[src/rtl/pbs_pkg.sv]
package pbs_pkg;
  // First interrupt ID held in the tables
  localparam int unsigned FIRST_ID = 8192;
  localparam logic [7:0] PRIO_NONE = 8'hFF;
  localparam logic [7:0] PRIO_FIELD = 8'hFC;

  typedef enum logic [2:0] {
    ST_IDLE,
    ST_NEXT,
    ST_PWAIT,
    ST_PICK,
    ST_CWAIT,
    ST_DONE
  } scan_st_e;

  // Effective priority of a configuration byte in the selected view
  function automatic logic [7:0] eff_prio(input logic [7:0] cfg, input logic sec_off);
    logic [7:0] fld;
    fld = cfg & PRIO_FIELD;
    return sec_off ? fld : ({1'b0, fld[7:1]} | 8'h80);
  endfunction
endpackage

[src/rtl/pbs_rdport.sv]
module pbs_rdport #(
  parameter int ADDR_W = 32
) (
  input  logic              clk,
  input  logic              rst,
  input  logic              rd_go,
  input  logic [ADDR_W-1:0] rd_addr,
  output logic              mem_req,
  output logic [ADDR_W-1:0] mem_addr,
  input  logic              mem_ack,
  input  logic [7:0]        mem_rdata,
  output logic              rd_done,
  output logic [7:0]        rd_byte
);
  always_ff @(posedge clk) begin
    if (rst) begin
      mem_req  <= 1'b0;
      mem_addr <= '0;
      rd_done  <= 1'b0;
      rd_byte  <= '0;
    end else begin
      rd_done <= 1'b0;
      if (rd_go) begin
        mem_req  <= 1'b1;
        mem_addr <= rd_addr;
      end else if (mem_req && mem_ack) begin
        mem_req <= 1'b0;
        rd_done <= 1'b1;
        rd_byte <= mem_rdata;
      end
    end
  end
endmodule

[src/rtl/pbs_lowbit.sv]
module pbs_lowbit #(
  parameter int W  = 8,
  parameter int IW = $clog2(W)
) (
  input  logic [W-1:0]  bits,
  output logic [IW-1:0] idx,
  output logic [W-1:0]  first
);
  for (genvar i = 0; i < W; i++) begin : g_first
    if (i == 0) begin : g_lsb
      assign first[i] = bits[i];
    end else begin : g_up
      assign first[i] = bits[i] & ~(|bits[i-1:0]);
    end
  end

  always_comb begin
    idx = '0;
    for (int i = 0; i < W; i++) begin
      if (first[i]) idx = IW'(i);
    end
  end
endmodule

[src/rtl/pbs_cmp.sv]
module pbs_cmp
  import pbs_pkg::*;
#(
  parameter int ID_W = 16
) (
  input  logic [7:0]      cfg,
  input  logic            sec_off,
  input  logic [ID_W-1:0] cand_id,
  input  logic [ID_W-1:0] best_id,
  input  logic [7:0]      best_prio,
  output logic [7:0]      cand_prio,
  output logic            take
);
  assign cand_prio = eff_prio(cfg, sec_off);
  // Enabled, and strictly more urgent or equal with an ID not above the winner
  assign take = cfg[0] &&
                ((cand_prio < best_prio) ||
                 ((cand_prio == best_prio) && (cand_id <= best_id)));
endmodule

[src/rtl/pend_best_scan.sv]
module pend_best_scan
  import pbs_pkg::*;
#(
  parameter int ADDR_W     = 32,
  parameter int ID_W       = 16,
  parameter int MAX_IDBITS = 13,
  parameter int IDB_W      = 5
) (
  input  logic              clk,
  input  logic              rst,
  input  logic              irq_en,
  input  logic              sec_off,
  input  logic [IDB_W-1:0]  id_bits,
  input  logic [ADDR_W-1:0] pend_base,
  input  logic [ADDR_W-1:0] cfg_base,
  input  logic              scan_start,
  input  logic              upd_valid,
  input  logic              upd_set,
  input  logic [ID_W-1:0]   upd_id,
  output logic              mem_req,
  output logic [ADDR_W-1:0] mem_addr,
  input  logic              mem_ack,
  input  logic [7:0]        mem_rdata,
  output logic              busy,
  output logic              done,
  output logic              best_valid,
  output logic [ID_W-1:0]   best_id,
  output logic [7:0]        best_prio
);
  localparam int BYTE_W = ID_W - 2;
  localparam logic [BYTE_W-1:0] START_BYTE = BYTE_W'(FIRST_ID / 8);
  localparam logic [ID_W-1:0]   FIRST_W    = ID_W'(FIRST_ID);

  scan_st_e          st;
  logic [BYTE_W-1:0] byte_idx;
  logic [7:0]        pend_q;
  logic [ID_W-1:0]   cand_q;
  logic              single_q;
  logic [ID_W-1:0]   best_id_q;
  logic [7:0]        best_prio_q;
  logic              best_valid_q;

  logic [IDB_W-1:0]  eff_bits;
  logic [ID_W:0]     tbl_ids;
  logic [BYTE_W-1:0] end_byte;
  logic              active, upd_ok;
  logic              go_scan, go_single, go_nop;
  logic              rd_go, rd_done;
  logic [ADDR_W-1:0] rd_addr;
  logic [7:0]        rd_byte;
  logic [2:0]        bit_idx;
  logic [7:0]        bit_first;
  logic [ID_W-1:0]   pick_id;
  logic [7:0]        cand_prio;
  logic              take;

  // Table geometry from the clamped ID field
  assign eff_bits = (id_bits > IDB_W'(MAX_IDBITS)) ? IDB_W'(MAX_IDBITS) : id_bits;
  assign tbl_ids  = (ID_W+1)'(1) << (eff_bits + IDB_W'(1));
  assign end_byte = BYTE_W'(tbl_ids >> 3);
  assign active   = irq_en && (|pend_base) && (|cfg_base);
  assign upd_ok   = (upd_id >= FIRST_W) && ({1'b0, upd_id} < tbl_ids);
  assign pick_id  = ID_W'({byte_idx, bit_idx});

  // Request decode in idle: a scan request wins over an update
  always_comb begin
    go_scan   = 1'b0;
    go_single = 1'b0;
    go_nop    = 1'b0;
    if (st == ST_IDLE) begin
      if (scan_start) begin
        go_scan = active;
        go_nop  = !active;
      end else if (upd_valid && active && upd_ok) begin
        go_single = upd_set;
        go_scan   = !upd_set && best_valid_q && (upd_id == best_id_q);
      end
    end
  end

  // Read issue: pending bytes in order, then config bytes of set bits
  always_comb begin
    rd_go   = 1'b0;
    rd_addr = '0;
    unique case (st)
      ST_IDLE: if (go_single) begin
        rd_go   = 1'b1;
        rd_addr = cfg_base + ADDR_W'(upd_id - FIRST_W);
      end
      ST_NEXT: if (byte_idx < end_byte) begin
        rd_go   = 1'b1;
        rd_addr = pend_base + ADDR_W'(byte_idx);
      end
      ST_PICK: if (|pend_q) begin
        rd_go   = 1'b1;
        rd_addr = cfg_base + ADDR_W'(pick_id - FIRST_W);
      end
      default: ;
    endcase
  end

  pbs_rdport #(.ADDR_W(ADDR_W)) u_port (
    .clk(clk), .rst(rst), .rd_go(rd_go), .rd_addr(rd_addr),
    .mem_req(mem_req), .mem_addr(mem_addr), .mem_ack(mem_ack),
    .mem_rdata(mem_rdata), .rd_done(rd_done), .rd_byte(rd_byte)
  );

  pbs_lowbit #(.W(8)) u_low (
    .bits(pend_q), .idx(bit_idx), .first(bit_first)
  );

  pbs_cmp #(.ID_W(ID_W)) u_cmp (
    .cfg(rd_byte), .sec_off(sec_off), .cand_id(cand_q),
    .best_id(best_id_q), .best_prio(best_prio_q),
    .cand_prio(cand_prio), .take(take)
  );

  always_ff @(posedge clk) begin
    if (rst) begin
      st           <= ST_IDLE;
      byte_idx     <= '0;
      pend_q       <= '0;
      cand_q       <= '0;
      single_q     <= 1'b0;
      best_id_q    <= '0;
      best_prio_q  <= PRIO_NONE;
      best_valid_q <= 1'b0;
    end else begin
      unique case (st)
        ST_IDLE: begin
          if (go_scan) begin
            best_prio_q  <= PRIO_NONE;
            best_valid_q <= 1'b0;
            byte_idx     <= START_BYTE;
            single_q     <= 1'b0;
            st           <= ST_NEXT;
          end else if (go_single) begin
            cand_q   <= upd_id;
            single_q <= 1'b1;
            st       <= ST_CWAIT;
          end else if (go_nop) begin
            st <= ST_DONE;
          end
        end
        ST_NEXT:  st <= (byte_idx < end_byte) ? ST_PWAIT : ST_DONE;
        ST_PWAIT: if (rd_done) begin
          pend_q <= rd_byte;
          st     <= ST_PICK;
        end
        ST_PICK: begin
          if (|pend_q) begin
            cand_q <= pick_id;
            pend_q <= pend_q & ~bit_first;
            st     <= ST_CWAIT;
          end else begin
            byte_idx <= byte_idx + BYTE_W'(1);
            st       <= ST_NEXT;
          end
        end
        ST_CWAIT: if (rd_done) begin
          if (take) begin
            best_id_q    <= cand_q;
            best_prio_q  <= cand_prio;
            best_valid_q <= 1'b1;
          end
          st <= single_q ? ST_DONE : ST_PICK;
        end
        default: st <= ST_IDLE;
      endcase
    end
  end

  assign busy       = (st != ST_IDLE);
  assign done       = (st == ST_DONE);
  assign best_valid = best_valid_q;
  assign best_id    = best_id_q;
  assign best_prio  = best_prio_q;
endmodule

[config.mk]
export PLATFORM = sky130hd
export DESIGN_NAME = pend_best_scan
export DESIGN_NICKNAME = d
export VERILOG_FILES = /design/src/rtl/pbs_pkg.sv /design/src/rtl/pbs_rdport.sv /design/src/rtl/pbs_lowbit.sv /design/src/rtl/pbs_cmp.sv /design/src/rtl/pend_best_scan.sv
export SDC_FILE = /design/constraint.sdc
export NUM_CORES = 1
export LEC_CHECK = 0
export BUFFER_PORTS_ARGS = -buffer_cell sky130_fd_sc_hd__buf_2
export CAP_MARGIN = 20
export CORE_MARGIN = 1.5
export CORE_UTILIZATION = 56
export DETAILED_ROUTE_END_ITERATION = 10
export PLACE_DENSITY = 0.88
export SYNTH_ARGS = -nofsm -noshare
export SYNTH_HDL_FRONTEND = slang
export SYNTH_SLANG_ARGS = --single-unit
export TNS_END_PERCENT = 100
[constraint.sdc]
create_clock -name clk -period 5 [get_ports clk]
set_input_delay 1.25 -clock clk [delete_from_list [all_inputs] [get_ports clk]]
set_output_delay 1.25 -clock clk [all_outputs]
set_load 0.03 [all_outputs]
; ---- Word-level counts from Yosys, hierarchy flattened
; Cells that the tools add are included.
[op_classes]
addsub = 7
n_lt_le_gt_ge = 6
n_eq_ne = 16
shifts = 1
n_mux = 57
bitwise_logic = 17
reduce_logical = 38
[op_table]
columns = op, count
row1 = two-way mux 32 bit, 3
row2 = case mux 32 bit (3 select lines), 1
row3 = adder 32 bit, 2
row4 = OR reduction 32 bit, 2
row5 = two-way mux 16 bit, 3
row6 = two-way mux 8 bit, 6
row7 = two-way mux 3 bit, 14
row8 = "subtractor 16 x 14 -> 17 bit, second input constant", 2
row9 = adder 32 x 14 -> 32 bit, 1
row10 = case mux 16 bit (2 select lines), 1
row11 = case mux 8 bit (2 select lines), 2
row12 = two-way mux 14 bit, 2
row13 = case mux 14 bit (2 select lines), 1
row14 = two-way mux 1 bit, 20
row15 = < comparator 16 x 17 -> 1 bit, 1
row16 = "left shift 1 x 5 -> 17 bit, first input constant", 1
row17 = equality test 16 bit, 1
row18 = ">= comparator 16 x 14 -> 1 bit, second input constant", 1
row19 = less-or-equal comparator 16 bit, 1
row20 = case mux 3 bit (5 select lines), 1
row21 = "adder 14 x 1 -> 14 bit, second input constant", 1
row22 = < comparator 14 bit, 1
row23 = "!= test 2 bit, second input constant", 6
row24 = AND reduction 3 bit, 4
row25 = other kinds (31), 64
[totals]
regBits = 109
input_bits = 101
out_inout_bits = 60
word_cells = 154

; ---- Longest topological paths before layout
; Gate-level depths: netlist of the first run.
[depth]
depth_word = 14
mapped_depth = 18
depth_no_buf = 18

; ---- By module
; From an unflattened synthesis of the first run, not the netlist that was laid out.
[hier_totals]
cells_unflattened = 1391
hier_area_um2 = 10821.6
[modules_own_cells]
columns = module, n_inst, cells_each, area_per_inst_um2, seq_area_each_um2
row1 = pend_best_scan, 1, 1134, 8446.9, 1341.3
row2 = pbs_rdport, 1, 145, 1556.5, 840.8
row3 = pbs_cmp, 1, 91, 675.6, 0.0
row4 = pbs_lowbit, 1, 21, 142.6, 0.0

; ---- Least setup slack after synthesis of the first run
; No wires, ideal clock.
[synth_path]
path_type = input to register
startpoint = in upd_id[15]
endpoint = reg u_port.mem_addr[31]
setup_ps = 91
arrival_time_ps = 4292
t_required_ps = 4909
setup_slack_ps = 617
path_stages = 11
n_path_buf = 0
path_cell_list = nor3_1 ha_1 a21o_1 a21oi_1 o21ai_0 o211a_1 o31a_1 a31oi_1 nor3_1 nand3b_1 a311oi_1
[synth_between]
elab_chain_len = 8
elab_cells_between_ends = 13
cone_classes = 2 x add/sub / 2 x order compare / 7 x mux / 2 x reduce/logical
[synth_lines]
columns = item, line
row1 = "start, declared", pend_best_scan.sv:19  ; input logic [ID_W-1:0] upd_id,
row2 = branches (longest 8 deep; another with adder 32 bit), --
row3 = "end signal, assigned", pbs_rdport.sv:25  ; mem_addr <= rd_addr;
row4 = "end, declared", pbs_rdport.sv:9  ; output logic [ADDR_W-1:0] mem_addr,
; Several ways; the timed one is not identified.
; A chain may end at the register's enable or synchronous reset.

; ---- Worst setup path in the final report of the first run
[layout_path]
startpoint = in id_bits[1]
endpoint = reg u_port.mem_addr[25]
[layout_between]
elab_chain_len = 12
elab_cells_between_ends = 17
cone_classes = 1 x add/sub / 3 x order compare / 1 x shift / 10 x mux / 2 x reduce/logical
[layout_lines]
columns = item, line
row1 = "start, declared", pend_best_scan.sv:13  ; input logic [IDB_W-1:0] id_bits,
row2 = greater-than comparator 5 x 4 -> 1 bit, pend_best_scan.sv:58  ; assign eff_bits = (id_bits > IDB_W'(MAX_IDBITS)) ? IDB_W'(MAX_IDBITS) : id_bits;
row3 = two-way mux 5 bit *, pend_best_scan.sv:58
row4 = adder 5 x 1 -> 5 bit *, pend_best_scan.sv:59  ; assign tbl_ids = (ID_W+1)'(1) << (eff_bits + IDB_W'(1));
row5 = left shift 1 x 5 -> 17 bit *, pend_best_scan.sv:59
row6 = < comparator 16 x 17 -> 1 bit, pend_best_scan.sv:62  ; assign upd_ok = (upd_id >= FIRST_W) && ({1'b0, upd_id} < tbl_ids);
row7 = logical AND 1 bit, pend_best_scan.sv:62
row8 = logical AND 1 bit, pend_best_scan.sv:74  ; end else if (upd_valid && active && upd_ok) begin
row9 = two-way mux 1 bit, pend_best_scan.sv:74
row10 = two-way mux 1 bit, pend_best_scan.sv:71  ; if (scan_start) begin
row11 = two-way mux 1 bit, pend_best_scan.sv:70  ; if (st == ST_IDLE) begin
row12 = two-way mux 32 bit or two-way mux 1 bit (tied branches), pend_best_scan.sv:86  ; ST_IDLE: if (go_single) begin
row13 = case mux 32 bit (3 select lines) or case mux 1 bit (3 select lines) (tied branches), pend_best_scan.sv:85  ; unique case (st)
; Mark *: on every way between the ends. The rest lies on a longest branch, timed or not.

==> flow_summary.ini, run 1 <==
[logic_synthesis]
synthArstFlopShare_pct = 0
yosys.cell_count.top_type = nor2_1
synth_area_per_cell_sq_um = 7.84
netlist-cell-type-count = 83
synth_compound_area_share_pct = 25.4
synth_ff_type = dfxtp_1
synth_edf_count = 0
synthSimpleGateAreaFrac_pct = 22.1
synth.top_cells.by_count = 148 x nor2_1, 132 x ha_1, 109 x dfxtp_1
synth-adder-area-share_pct = 16.0
synthXorXnorAreaFrac_pct = 8.60
synth_top_family_by_area = compound AO/OA/AOI/OAI gates
synth_cells = 1361
yosys.area.top_type = dfxtp_1
ys_seq_area_share_pct = 20.4
yosysTopAreaCellShare_pct = 20.4
yosys_warnings = 0
synth_seq_cells = 109
synth_area_sq_mm = 0.0107
synth_area_leaders = dfxtp_1 20%, ha_1 15%, nor2_1 5.2%
synth_mux_area_share_pct = 3.17

[detailed_routing]
viasPerCell = 6.41
wl_per_cell_microns = 19.8
vias = 11200
drt_first_iter_violations = 898
antenna_left = 0
routed_wl_microns = 34600
drcViolationCount = 0
first_pass_iters = 5

[power]
seq_power_share_pct = 31.8
power_density_mw_per_mm2 = 292
pwr-share-clk_pct = 22.1
p_sw_share_pct = 44.8
intPower_mw = 1.93
p_switching_mw = 1.57
p_leak_nw = 5.37
comb_power_share_pct = 46.1
ir_drop_mv = 0.212

[final_layout]
area_growth_pct = 12.5
final_nets = 1737
drive_above_1_share_pct = 15.3
fillCellCount = 1638

[clock_tree]
cts.clk_slew.worst_paths_ps = 80
root_buffer = clkbuf_16
clockBufferDepth = 2
cts_max_level = 3
cts_hold_buf = 0
numCtsBuffers = 9
insertion_delay_ps = 370
cts_sinks = 109
cts_tree = yes
post_cts_buffers = 0
cts-resized-gates = 0

[timing]
setup_viol = 0
min_period_ps = 4250
max_freq_ghz = 0.235
clock_skew_ps = 10.7
slew_viol_final = 0
hold_slack_ps = 476
hold_violations = 0
worst_slew_pin_slew_ps = 923
rsz0062_at_grt = no
post-route-period-util_pct = 85.0
slew_headroom_pct = 38.4
tns_ps = 0

[die]
core_region_area_sq_mm = 0.0187
die_area_sq_mm = 0.0199
fp.dieW_microns = 141
initial_core_util_pct = 57.1
io_pins = 161
num_rows = 50
die_h_microns = 141

[global_route]
antenna_found_initial = 4
grt_overflow = 0
grt_max_degree = 44
grt_pass1_vias = 10400
grt_use_total_pct = 34.2
grt_pass1_wl_microns = 53600

[worst_hold_path]
min_path_cells = 2
hp-class = flip-flop to flip-flop

[placed_design]
hpwl_microns = 27200
place.gp.congestion = 0.983
io_buffer_count = 160

[worst_setup_path]
worstSetupEndpointType = flip-flop
crit_family = compound AO/OA/AOI/OAI gates
cp-start-kind = input pin
max_stage_delay_ps = 360
cp_slowest_cell = a222oi_1
crit_fanout = 21
path_buf_inv = 4
ff2ff_path_depth = 18
crit_type = input pin to flip-flop
crit_path_cell_trace = buf_2 -> nor2_1 -> inv_1 -> a31oi_1 -> ha_1 -> a21o_1 -> a211oi_1 -> nand2_1 -> o21ai_0 -> a31oi_2 -> nor2_2 -> buf_4 -> nor2_1 -> buf_4 -> a222oi_1 -> a21oi_1
cp.depth = 16
worstPathArrival_ps = 4480
required_ps = 5230

[job]
drv_cap = 0

[status]
status = completed
==> cell families (layout without fill, tap and decap cells) <==
family / count (synthesis) / in the layout
fa+ha+maj: 135 / 135
compound gates: 394 / 394
mux: 33 / 33
buf+inv: 110 / 253
flops: 109 / 109
other cells: 1 / 6
simple gates: 475 / 475
xor+xnor: 104 / 104
==> stage by stage <==
step	std cells	utilization [%]	power (mW)	worst slack [ps]	instance area (sq um)
6_report	1743	64.2	3.50	752	12000
5_1_grt	1742	64.2	3.69	510	12000
4_1_cts	1740	64.2	3.47	813	12000
3_5_place_dp	1724	62.5	2.70	428	11700
3_3_place_gp	1724	62.5	2.67	620	11700
2_1_floorplan	1363	-	2.24	617	10700
==> registers in the layout (all words and copies together) (netlist names) <==
register / cells
u_port.mem_addr: 32
best_id: 16
cand_q: 16
byte_idx: 14
best_prio: 8
pend_q: 8
u_port.rd_byte: 8
st: 3
best_valid: 1
single_q: 1
u_port.mem_req: 1
u_port.rd_done: 1
==> worst paths after layout <==
check	startpoint	endpoint	slack, ps
setup / recovery	id_bits[1]	u_port.mem_addr[25]	750
hold / removal	u_port.mem_addr[0]	u_port.mem_addr[0]	480
setup reg to reg	pend_q[6]	u_port.mem_addr[20]	1230
hold reg to reg	u_port.mem_addr[0]	u_port.mem_addr[0]	480
==> area by class of cell <==
| type | count | area, sq um | area share, % |
|---|---|---|---|
| clock buffers | 9 | 225 | 1.88 |
| repair buffers | 177 | 928 | 7.73 |
| inverters | 60 | 225 | 1.88 |
| multi-input cells | 1144 | 8050 | 67.1 |
| well taps | 234 | 293 | 2.44 |
| clock inverters | 7 | 93.8 | 0.781 |
| diodes | 3 | 7.51 | 0.0625 |
| flip-flops and latches | 109 | 2180 | 18.2 |
==> layout by cell type (no fill, tap or decap), types with 9 or more instances in the layout <==
cell,instances
o211ai_1,16
buf_2,160
nand2b_1,13
a311oi_1,18
and3_1,15
dfxtp_1,109
nand2_1,99
clkbuf_16,9
xor2_1,42
ha_1,132
nor2_1,147
a22oi_1,15
nand3_1,50
nor3_1,29
a21oi_1,96
o21ai_0,64
xnor2_1,61
inv_1,60
buf_4,17
o22a_1,9
a211oi_1,18
nor4_1,25
o21a_1,14
a221oi_1,13
a31oi_1,19
nor2b_1,12
mux2i_1,27
a21o_1,38
nand4_1,26
==> layer usage <==
metal	GRT usage (%)	wire, microns	share of wire (%)
met1	44.4	14400	42
met2	54.4	15500	45
met3	9.38	3450	10
met4	12.6	1260	3.7
met5	0	0	0
==> worst register-to-register path, cell delays in order (launching register included) <==
cell       delay [ps]
dfxtp_1           420
inv_1              80
a21oi_1           150
nor2_1             50
nor2_1             90
nor2_1             50
o21a_1            200
ha_1              230
inv_1              80
fa_1              200
nor2b_1            70
o31a_1            290
o21ai_2           320
o221ai_2          180
a2111oi_2         540
o31ai_1           170
xor2_1            180
a221oi_2          280
nor3_1             80
==> power by group through the flow <==
| stage | sequential [mW] | combinational (mW) | clock, mW |
|---|---|---|---|
| floorplan | 1.24 | 1.01 | 0 |
| finish | 1.12 | 1.61 | 0.775 |
| global route | 1.13 | 1.75 | 0.813 |
| CTS | 1.11 | 1.58 | 0.775 |
| detailed placement | 1.13 | 1.57 | 0 |
| global placement | 1.13 | 1.54 | 0 |
Note: power is estimated with default switching activity, not from simulation.
==> inputs of run 2 (changes only) <==
Settings changed: CORE_UTILIZATION 56 to 53, PLACE_DENSITY 0.88 to 0.87.
Clock period 5 ns to 3.6 ns, I/O delays scaled along.
==> flow_summary.ini, run 2 (synthesis gave the netlist of run 1 again) <==
[worst_hold_path]
hold_path_startpoint = u_port.mem_addr[4]
min_path_cells = 2
hp-class = flip-flop to flip-flop
holdPathEnd = u_port.mem_addr[4]

[timing]
slew_viol_final = 0
slew_headroom_pct = 52.8
clock_skew_ps = 13.9
hold_violations = 0
setup_viol = 0
worst_slew_pin_slew_ps = 707
min_period_ps = 3500
post-route-period-util_pct = 97.2
max_freq_ghz = 0.286

[die]
core_region_area_sq_mm = 0.0196
io_pins = 161
initial_core_util_pct = 54.5
die_h_microns = 145
die_area_sq_mm = 0.0210
num_rows = 51
fp.dieW_microns = 145

[global_route]
antenna_found_initial = 3
grt_max_degree = 43
grt_pass1_vias = 11100
grt_use_total_pct = 33.4
grt_overflow = 0
grt_pass1_wl_microns = 56400

[power]
power_density_mw_per_mm2 = 390
p_leak_nw = 6.02
ir_drop_mv = 0.270

[clock_tree]
cts_tree = yes
cts_hold_buf = 0
clockBufferDepth = 2
root_buffer = clkbuf_16
cts_max_level = 3
cts_sinks = 109
numCtsBuffers = 9
insertion_delay_ps = 370
cts.clk_slew.worst_paths_ps = 90

[detailed_routing]
antenna_left = 0
viasPerCell = 6.25
wl_per_cell_microns = 19.3
drcViolationCount = 0
first_pass_iters = 6
drt_first_iter_violations = 1211
routed_wl_microns = 36600
vias = 11900

[final_layout]
layout_common_cells = 160 x buf_2, 146 x nor2_1, 136 x buf_4, 131 x ha_1, 105 x dfxtp_1
fillCellCount = 1601
largest_reg_flops = 32
regMostFlops = u_port.mem_addr
utilization_pct = 67.1
instances_no_fill = 1898
area_growth_pct = 23.2
mostFrequentLayoutCell = buf_2
final_nets = 1862
drive_above_1_share_pct = 22.7

[worst_setup_path]
worstPathArrival_ps = 3740
cp-start-kind = flip-flop
crit_fanout = 5
ff2ff_path_depth = 15
timing.rr.end = u_port.mem_addr[27]
required_ps = 3840
worstSetupEndpointType = flip-flop
timing.rr.start = pend_q[2]
crit_type = flip-flop to flip-flop
reg2reg_slack_ps = 100

[placed_design]
dpl.cell_count = 1873
place.gp.congestion = 0.998
hpwl_microns = 28700
io_buffer_count = 160

[job]
drv_cap = 0

[status]
status = completed
## run 2: routing by layer
| metal | wire length [microns] | track usage [%] | share of wire, % |
|---|---|---|---|
| met4 | 1730 | 16.9 | 4.7 |
| met5 | 10 | 0 | 0.027 |
| met1 | 14800 | 42.5 | 41 |
| met3 | 3580 | 7.33 | 9.8 |
| met2 | 16400 | 53.2 | 45 |
## run 2: worst max-delay path by stage
| stage | start | end | cells past startpoint |
|---|---|---|---|
| 2_1_floorplan | byte_idx[10] | u_port.mem_addr[27] | 12 |
| 3_3_place_gp | id_bits[4] | u_port.mem_addr[15] | 12 |
| 3_5_place_dp | id_bits[4] | u_port.rd_byte[3] | 15 |
| 4_1_cts | pend_q[0] | u_port.mem_addr[27] | 15 |
| 5_1_grt | pend_q[6] | u_port.mem_addr[20] | 19 |
| 6_report | pend_q[2] | u_port.mem_addr[27] | 15 |
## run 2: repair_timing
| action | 4_1_cts | 5_1_grt |
|---|---|---|
| setup buffers | 0 | 7 |
| resized for setup | 1 | 20 |
| hold endpoints to repair | 0 | 0 |
| endpoints found under the setup margin | 1 | 12 |
| pin swaps | 0 | 11 |
| gates cloned | 0 | 0 |
## run 2: stage by stage
step	hold WS [ps]	power (mW)	setup slack, ps	setup TNS, ps	instance area, sq um
2_1_floorplan	460	3.12	2.91	0	10700
3_3_place_gp	442	3.91	-75.3	-691	12700
3_5_place_dp	443	3.96	-138	-3370	12700
4_1_cts	455	5.04	17.7	0	13000
5_1_grt	487	5.36	-65.2	-102	13100
6_report	457	5.13	101	0	13100
## run 2: report_power, final
| group | total [mW] | internal, mW | leakage, nW | switching, mW |
|---|---|---|---|---|
| Clock | 1.08 | 0.511 | 0.156 | 0.573 |
| Combinational | 2.54 | 0.975 | 4.98 | 1.56 |
| Sequential | 1.51 | 1.36 | 0.885 | 0.147 |
| Total | 5.13 | 2.85 | 6.02 | 2.28 |
## run 2: worst max-delay path: stages (launching register included)
cell and delay (ps):
dfxtp_1 380, nor2_1 210, nand2_1 100, a21oi_1 330, ha_1 340, buf_4 150, o21a_1 180, nand4_1 200
a31oi_4 140, o211ai_1 220, buf_4 160, nand2_2 80, a211o_1 270, a211o_1 310, a32oi_2 230, a21oi_1 90
## run 2: area by class of cell
cell class	instances	area, sq um	share of cell area, %
clock inverter	7	96.3	0.733
clock buffer	9	225	1.71
multi-input combinational	1144	8140	61.9
tap	265	332	2.52
antenna	2	5.00	0.0381
inverter	60	225	1.71
timing repair buffer	302	1940	14.8
sequential	109	2190	16.6
